$ cat src/rtl/useq_pkg.sv
package useq_pkg;
  // Next-address source; the encoding is the select field stored in each word.
  typedef enum logic [1:0] {
    NS_INC = 2'b00,
    NS_OPC = 2'b01,
    NS_EXT = 2'b10,
    NS_BR  = 2'b11
  } nsel_e;

  // Branch-control part of a microword.
  typedef struct packed {
    nsel_e sel;
    logic  uncond;
    logic  brNz;
    logic  brZ;
    logic  brPos;
    logic  brNeg;
    logic  endMark;
  } brctl_t;

  // Strobes from the control half to the datapath half.
  typedef struct packed {
    nsel_e sel;
    logic  clearIr;
  } strobe_t;

  localparam int OPC_W   = 5;
  localparam int BRCTL_W = $bits(brctl_t);
endpackage

$ cat src/rtl/useq_ctrl.sv
module useq_ctrl
  import useq_pkg::*;
#(
  parameter int COND_MODE = 0
) (
  input  logic    rst,
  input  brctl_t  romBr,
  input  logic    condZ,
  input  logic    condN,
  output strobe_t stb
);
  logic zeroHit;
  logic negHit;
  logic taken;

  generate
    if (COND_MODE == 1) begin : g_conMode
      assign zeroHit = ~condZ;
    end else begin : g_flagMode
      assign zeroHit = condZ;
    end
  endgenerate

  assign negHit = condN;

  always_comb begin
    taken = romBr.uncond
          | (romBr.brNz  & ~zeroHit)
          | (romBr.brZ   &  zeroHit)
          | (romBr.brPos & ~negHit)
          | (romBr.brNeg &  negHit);
    stb.clearIr = rst;
    if (rst) begin
      stb.sel = NS_EXT;
    end else if (romBr.sel == NS_INC || !taken) begin
      stb.sel = NS_INC;
    end else begin
      stb.sel = romBr.sel;
    end
  end
endmodule

$ cat src/rtl/useq_dpath.sv
module useq_dpath
  import useq_pkg::*;
#(
  parameter int ADDR_W   = 9,
  parameter int CS_DEPTH = 512,
  parameter int CTRL_W   = 8
) (
  input  logic              clk,
  input  strobe_t           stb,
  input  logic [OPC_W-1:0]  opcode,
  input  logic [ADDR_W-1:0] extEntry,
  output brctl_t            romBr,
  output logic [ADDR_W-1:0] romBaddr,
  output logic [CTRL_W-1:0] romCtrl,
  output logic [ADDR_W-1:0] microPc,
  output logic [CTRL_W-1:0] ctrlWord,
  output logic              routineEnd
);
  localparam int WORD_W = CTRL_W + BRCTL_W + ADDR_W;
  localparam logic [ADDR_W-1:0] LAST = ADDR_W'(CS_DEPTH - 1);

  logic [WORD_W-1:0] romData;
  logic [ADDR_W-1:0] incPc;
  logic [ADDR_W-1:0] opcTarget;
  logic              opcHit;
  logic [ADDR_W-1:0] nextPc;

  // bits = {uncond, brNz, brZ, brPos, brNeg}
  function automatic logic [WORD_W-1:0] mk(input logic [7:0] c, input nsel_e s,
                                           input logic [4:0] bits, input logic e,
                                           input int a);
    brctl_t b;
    b = '{sel: s, uncond: bits[4], brNz: bits[3], brZ: bits[2],
          brPos: bits[1], brNeg: bits[0], endMark: e};
    return {CTRL_W'(c), b, ADDR_W'(a)};
  endfunction

  // Control store, fixed at build time.
  always_comb begin
    case (int'(microPc))
      300: romData = mk(8'h03, NS_INC, 5'b00000, 1'b0, 0);
      301: romData = mk(8'h05, NS_INC, 5'b00000, 1'b0, 0);
      302: romData = mk(8'h09, NS_OPC, 5'b10000, 1'b0, 0);
      400: romData = mk(8'h10, NS_INC, 5'b00000, 1'b0, 0);
      401: romData = mk(8'h30, NS_INC, 5'b00000, 1'b0, 0);
      402: romData = mk(8'h41, NS_BR,  5'b10000, 1'b1, 300);
      410: romData = mk(8'h12, NS_BR,  5'b00100, 1'b0, 414);
      411: romData = mk(8'h14, NS_BR,  5'b00001, 1'b0, 417);
      412: romData = mk(8'h18, NS_BR,  5'b00010, 1'b0, 416);
      413: romData = mk(8'h1c, NS_BR,  5'b01000, 1'b0, 417);
      414: romData = mk(8'h42, NS_BR,  5'b10000, 1'b1, 300);
      416: romData = mk(8'h20, NS_EXT, 5'b00100, 1'b0, 0);
      417: romData = mk(8'h44, NS_BR,  5'b10000, 1'b1, 300);
      420: romData = mk(8'h21, NS_BR,  5'b00010, 1'b0, 422);
      421: romData = mk(8'h22, NS_BR,  5'b10000, 1'b0, 420);
      422: romData = mk(8'h48, NS_BR,  5'b10000, 1'b1, 300);
      430: romData = mk(8'h23, NS_BR,  5'b00101, 1'b0, 414);
      431: romData = mk(8'h24, NS_INC, 5'b00000, 1'b0, 0);
      432: romData = mk(8'h50, NS_BR,  5'b10000, 1'b1, 300);
      500: romData = mk(8'h80, NS_BR,  5'b10000, 1'b1, 300);
      511: romData = mk(8'h81, NS_INC, 5'b00000, 1'b0, 0);
      default: romData = '0;
    endcase
  end

  assign {romCtrl, romBr, romBaddr} = romData;

  // Opcode dispatch table.
  always_comb begin
    opcHit    = 1'b1;
    opcTarget = '0;
    case (opcode)
      5'd1:    opcTarget = ADDR_W'(400);
      5'd2:    opcTarget = ADDR_W'(410);
      5'd3:    opcTarget = ADDR_W'(420);
      5'd4:    opcTarget = ADDR_W'(430);
      default: opcHit = 1'b0;
    endcase
  end

  assign incPc = (microPc == LAST) ? '0 : microPc + 1'b1;

  always_comb begin
    case (stb.sel)
      NS_INC:  nextPc = incPc;
      NS_OPC:  nextPc = opcHit ? opcTarget : extEntry;
      NS_EXT:  nextPc = extEntry;
      default: nextPc = romBaddr;
    endcase
  end

  always_ff @(posedge clk) begin
    microPc <= nextPc;
    if (stb.clearIr) begin
      ctrlWord   <= '0;
      routineEnd <= 1'b0;
    end else begin
      ctrlWord   <= romCtrl;
      routineEnd <= romBr.endMark;
    end
  end
endmodule

$ cat src/rtl/useq_top.sv
module useq_top
  import useq_pkg::*;
#(
  parameter int ADDR_W    = 9,
  parameter int CS_DEPTH  = 512,
  parameter int CTRL_W    = 8,
  parameter int COND_MODE = 0
) (
  input  logic              clk,
  input  logic              rst,
  input  logic [4:0]        opcode,
  input  logic [ADDR_W-1:0] extEntry,
  input  logic              condZ,
  input  logic              condN,
  output logic [ADDR_W-1:0] microPc,
  output logic [CTRL_W-1:0] ctrlWord,
  output logic              routineEnd
);
  strobe_t           stb;
  brctl_t            romBr;
  logic [ADDR_W-1:0] romBaddr;
  logic [CTRL_W-1:0] romCtrl;

  useq_ctrl #(.COND_MODE(COND_MODE)) u_ctrl (
    .rst   (rst),
    .romBr (romBr),
    .condZ (condZ),
    .condN (condN),
    .stb   (stb)
  );

  useq_dpath #(.ADDR_W(ADDR_W), .CS_DEPTH(CS_DEPTH), .CTRL_W(CTRL_W)) u_dpath (
    .clk        (clk),
    .stb        (stb),
    .opcode     (opcode),
    .extEntry   (extEntry),
    .romBr      (romBr),
    .romBaddr   (romBaddr),
    .romCtrl    (romCtrl),
    .microPc    (microPc),
    .ctrlWord   (ctrlWord),
    .routineEnd (routineEnd)
  );
endmodule

$ cat config.mk
export PLATFORM = sky130hd
export DESIGN_NAME = useq_top
export DESIGN_NICKNAME = d
export VERILOG_FILES = /design/src/rtl/useq_pkg.sv /design/src/rtl/useq_ctrl.sv /design/src/rtl/useq_dpath.sv /design/src/rtl/useq_top.sv
export SDC_FILE = /design/constraint.sdc
export NUM_CORES = 1
export LEC_CHECK = 0
export ABC_AREA = 1
export ABC_CLOCK_PERIOD_IN_PS = 4500
export BUFFER_PORTS_ARGS = -buffer_cell sky130_fd_sc_hd__buf_2
export CORE_UTILIZATION = 31
export CTS_BUF_LIST = sky130_fd_sc_hd__clkbuf_2 sky130_fd_sc_hd__clkbuf_4 sky130_fd_sc_hd__clkbuf_8
export DETAILED_ROUTE_END_ITERATION = 16
export PLACE_DENSITY = 0.53
export SYNTH_ARGS = -nofsm -noshare
export SYNTH_HDL_FRONTEND = slang
export SYNTH_SLANG_ARGS = --single-unit
$ cat constraint.sdc
create_clock -name clk -period 4.5 [get_ports clk]
set_clock_uncertainty 0.1 [all_clocks]
set_input_delay 0.45 -clock clk [delete_from_list [all_inputs] [get_ports clk]]
set_output_delay 0.45 -clock clk [all_outputs]
set_load 0.05 [all_outputs]
Yosys cells after proc, flatten, opt, wreduce, memory -nomap -nowiden:

Index checks and enable logic that the tools add are counted.

* output and inout port bits: 18
* logic and storage cells: 54
* bits in registers: 18
* input bits: 18

* bitwise operators: 10
* multiplexer cells: 8
* add/sub/neg operators: 1
* eq/ne operators: 27
* reductions and logical operators: 5

Operators with widths (count)
* 25-bit case mux with 21 select lines: 1
* 9-bit equality test, second input constant: 21
* 9-bit case mux with 4 select lines: 1
* 9-bit case mux with 3 select lines: 1
* 9-bit two-way mux: 2
* 5-bit by 2-bit equality test with 1-bit output, second input constant: 2
* 9-bit by 1-bit adder with 9-bit output, second input constant: 1
* 5-bit by 1-bit equality test with 1-bit output, second input constant: 1
* 5-bit by 3-bit equality test with 1-bit output, second input constant: 1
* 1-bit bitwise AND: 4
* 2-bit logical NOT: 2
* 2-bit two-way mux: 2
* 1-bit OR: 4
* 4-bit OR reduction: 1
* 2-bit by 1-bit equality test with 1-bit output, second input constant: 1
* 2-bit equality test, second input constant: 1
* 1-bit NOT: 2
* 1-bit logical NOT: 1
* 1-bit logical OR: 1
* 1-bit two-way mux: 1

Longest topological paths before layout:

* word-level depth: 13
* gate-level depth with buffers: 14
* depth with buffers taken out: 14

Cells and area by module:

A second synthesis with hierarchy kept.

* cells, all modules: 287
* area, all modules: 1657.8 um2

Modules (own cells, without submodules)
* useq_dpath: area each 1591.5 um2, instances 1, cells each 271
* useq_ctrl: area each 66.3 um2, instances 1, cells each 16

Worst setup path before layout:

No wires, ideal clock.

* path kind: register -> register
* start point: reg u_dpath.microPc[0]
* end point: reg u_dpath.microPc[8]
* data required time: 4274 ps
* arrival: 2209 ps
* setup slack: 2065 ps
* clock period less this slack: 2435 ps
* cell stages (with the launch flop): 13
* cell sequence: dfxtp_1 -> inv_1 -> ha_1 -> inv_1 -> nor2_4 -> o21ai_2 -> nand2_2 -> nor2_4 -> nand3_2 -> nand2_4 -> nand2_4 -> nand3_1 -> nand4_1

* cells in the longest elaborated chain, start to end: 13
* elaborated cells between the ends (all ways): 41

Ends and longest elaborated chain
* start: declaration: RTL line useq_dpath.sv:15 `output logic [ADDR_W-1:0] microPc,`
* start signal: assignment: RTL line useq_dpath.sv:93 `microPc <= nextPc;`
* 9-bit equality test, on equally long branches: RTL line useq_dpath.sv:40, useq_dpath.sv:81
* 25-bit case mux with 21 select lines: RTL line useq_dpath.sv:40 `case (int'(microPc))`
* 1-bit bitwise AND: RTL line useq_ctrl.sv:28 `| (romBr.brNz & ~zeroHit)`
* 1-bit OR: RTL line useq_ctrl.sv:28
* 1-bit OR: RTL line useq_ctrl.sv:29 `| (romBr.brZ & zeroHit)`
* 1-bit OR: RTL line useq_ctrl.sv:30 `| (romBr.brPos & ~negHit)`
* 1-bit OR: RTL line useq_ctrl.sv:31 `| (romBr.brNeg & negHit);`
* 1-bit logical NOT: RTL line useq_ctrl.sv:35 `end else if (romBr.sel == NS_INC || !taken) begin`
* 1-bit logical OR: RTL line useq_ctrl.sv:35
* 2-bit two-way mux: RTL line useq_ctrl.sv:35
* 2-bit two-way mux: RTL line useq_ctrl.sv:33 `if (rst) begin`
* 2-bit equality test (tied with other cells): RTL line useq_dpath.sv:84 `case (stb.sel)`
* 9-bit case mux with 3 select lines (*): RTL line useq_dpath.sv:84
* via u_dpath.nextPc[8]: RTL line useq_dpath.sv:26 `logic [ADDR_W-1:0] nextPc;`

The timed path passes the listed nets; every way through them passes the cells marked *.
A chain may end at the register's enable or synchronous reset.

Final worst setup path:

* start point: reg u_dpath.microPc[0]
* end point: reg u_dpath.microPc[4]

Same word-level chain as after synthesis.

==> results.toml <==
[yosys]
syn-instance-count = 278
synth_seq_area_share = 0.203
avgSynthCellArea_um2 = 6.39
netlist_area_um2 = 1780
syn-num-nets = 301
yosys_warnings = 0
synth_seq_cells = 18
synth_cell_types = 33

[floorplan]
rows = 27
coreArea_um2 = 5510
initial_core_util = 0.322
io_pins = 36
die_h_um = 77.7
die_width_um = 77.7
die_area_um2 = 6030

[layout]
area_growth_pct = 15.1
fillers = 628
layoutNonFillerInstCount = 382
diodes = 0
final_nets = 335
drive_gt1_frac = 0.232
finalCoreUtilization = 0.371

[drt]
antenna_left = 0
drtPass1Iterations = 4
drt-initial-drc-count = 173
post-route-drc-count = 0
wl_per_cell_um = 14.2
vias = 1948
wl_um = 5410
vias_per_cell = 5.10

[critical_path]
slowest_delay_ns = 0.43
worst-path-max-fanout = 10
cp_num_buf_inv = 2
cp.arrival_ns = 2.55
cp-end-kind = "flop"
cp.required_ns = 4.52
crit_type = "flop to flop"
crit_chain = "inv_1 > ha_1 > inv_1 > nor2_4 > o21ai_2 > nand2_2 > nor2_4 > nand3_2 > nand2_4 > nand2_4 > nand3_1 > nand4_1"
critPathTopFamily = "simple AND/OR/NAND/NOR gates"
crit_slowest_cell = "dfxtp_1"
cp-start-kind = "flop"

[sta]
setup_viol = 0
tightestPinTransition_ns = 0.606
fmax_mhz = 395
period_share = 0.562
rsz0062_at_grt = "false"
finalHoldViolations = 0
period_minus_slack_ns = 2.53
slew_headroom = 0.595
fin_tns_setup_ns = 0
maxSlewViolCount = 0
setup_ws_ns = 1.97

[global_route]
antenna_found_initial = 0
grt_pass1_vias = 1822
grt_pass1_wl_um = 9010
grt_max_degree = 19
overflow = 0
track_usage = 0.190

[cts]
cts_resized = 0
clk_latency_ns = 0.25
clock_sinks = 18
cts_max_level = 1
clockRootBuffer = "clkbuf_8"
cts_buffer_depth = 2
cts_hold_buf = 0
cts_buffers = 3
cts_tree = "built"
post_cts_buffers = 0
path_clk_slew_ns = 0.07

[placement]
gp_congestion = 0.944
dpl.cell_count = 379
hpwl_um = 4370
place_ws_ns = 2.02
io_buffers = 35

[flow_run]
maxCapViolations = 0

[pwr]
p_leak_nw = 1.09
ir_worst_vdd_mv = 0.0945
total_power_mw = 0.457
power_density_nw_per_um2 = 224

[min_path]
hold_path.class = "primary input to flop"

[status]
outcome = "finished clean"
-- per-layer routing --
layer  vias up  global-route usage  routed length, um
met1       875               0.259               2520
met2        61               0.307               2520
li1       1004                   -                  -
met3         8              0.0282                290
met5         -                   0                  0
met4         0              0.0585                 70
-- cell usage after synthesis --
cell type,count,area [um2]
o21ai_2,1,8.76
nand2_4,3,33.8
nor3b_1,2,15.0
clkinv_1,1,3.75
nor3_1,6,30.0
o211ai_2,1,12.5
inv_2,3,11.3
nor2_4,3,33.8
nand2_2,6,37.5
nand2_1,46,173
buf_1,1,3.75
nor2_1,48,180
ha_1,5,62.6
a31oi_1,4,25.0
buf_6,2,22.5
xor2_1,3,26.3
nand3_4,3,52.6
nand4_1,22,138
a41oi_1,1,8.76
clkbuf_1,2,7.51
nor2_2,5,31.3
a211oi_1,1,7.51
dfxtp_1,18,360
nor2_8,2,40.0
o21ai_0,7,35.0
or2_2,1,6.26
inv_1,27,101
o21ai_1,2,10.0
buf_2,1,5.00
a21oi_1,3,15.0
nand3_1,39,195
nand3b_1,3,22.5
nand3_2,6,60.1
-- metrics by stage --
stage               hold WS (ns)  instance area (um2)
floorplan                  0.505                 1780
CTS                        0.361                 2040
finish                     0.363                 2040
global route               0.371                 2040
global placement           0.573                 2000
detailed placement         0.589                 2000
-- cell families (layout without fill, tap and decap cells) --
group	count (synthesis)	in the layout	synth area share
flip-flops	18	18	0.203
AO/OA/AOI/OAI	20	20	0.0691
AND/OR/NAND/NOR	195	195	0.591
adder cells (fa/ha/maj)	5	5	0.0352
buffers and inverters	37	69	0.0874
XOR/XNOR	3	3	0.0148
-- final timing paths --
check | slack, ns | end | from | cells past startpoint
setup reg to reg | 1.97 | u_dpath.microPc[4] | u_dpath.microPc[0] | 12
setup / recovery | 1.97 | u_dpath.microPc[4] | u_dpath.microPc[0] | 12
hold / removal | 0.36 | u_dpath.microPc[0] | extEntry[0] | 3
hold reg to reg | 0.61 | u_dpath.microPc[0] | u_dpath.microPc[0] | 3
-- report_power, final --
part           internal, mW  switching [mW]
sequential            0.169          0.0193
clock                0.0595          0.0535
combinational        0.0432           0.112
-- worst register-to-register path, cell delays in order, from the launching register on --
cell,delay [ns]
dfxtp_1,0.43
inv_1,0.10
ha_1,0.23
inv_1,0.15
nor2_4,0.08
o21ai_2,0.22
nand2_2,0.11
nor2_4,0.17
nand3_2,0.23
nand2_4,0.23
nand2_4,0.11
nand3_1,0.11
nand4_1,0.13
-- final cells by class --
class                      instances  area [um2]  area share
tap                               72        90.1      0.0441
multi-input combinational        223        1260       0.617
timing repair buffer              35         175      0.0857
clock buffer                       3        41.3      0.0202
inverter                          31         116      0.0570
sequential                        18         360       0.176
-- cells in the final DEF, fill, tap and decap left out, types with 2 or more instances in the layout --
cell,count
nand3_1,39
nand3b_1,3
o21ai_1,2
nor2_4,3
o21ai_0,7
nand4_1,22
ha_1,5
nor2_1,48
nand3_2,6
buf_2,35
inv_1,27
a21oi_1,3
nand2_1,46
dfxtp_1,18
nor3b_1,2
nand2_4,3
nand3_4,3
xor2_1,3
nor3_1,6
nor2_8,2
clkbuf_8,3
nor2_2,5
nand2_2,6
a31oi_1,4
inv_2,3
-- state kept, by name, summed over array words and instances (netlist names) --
name                flops
u_dpath.ctrlWord        8
u_dpath.routineEnd      1
u_dpath.microPc         9
Power figures use the tool's default switching activity.
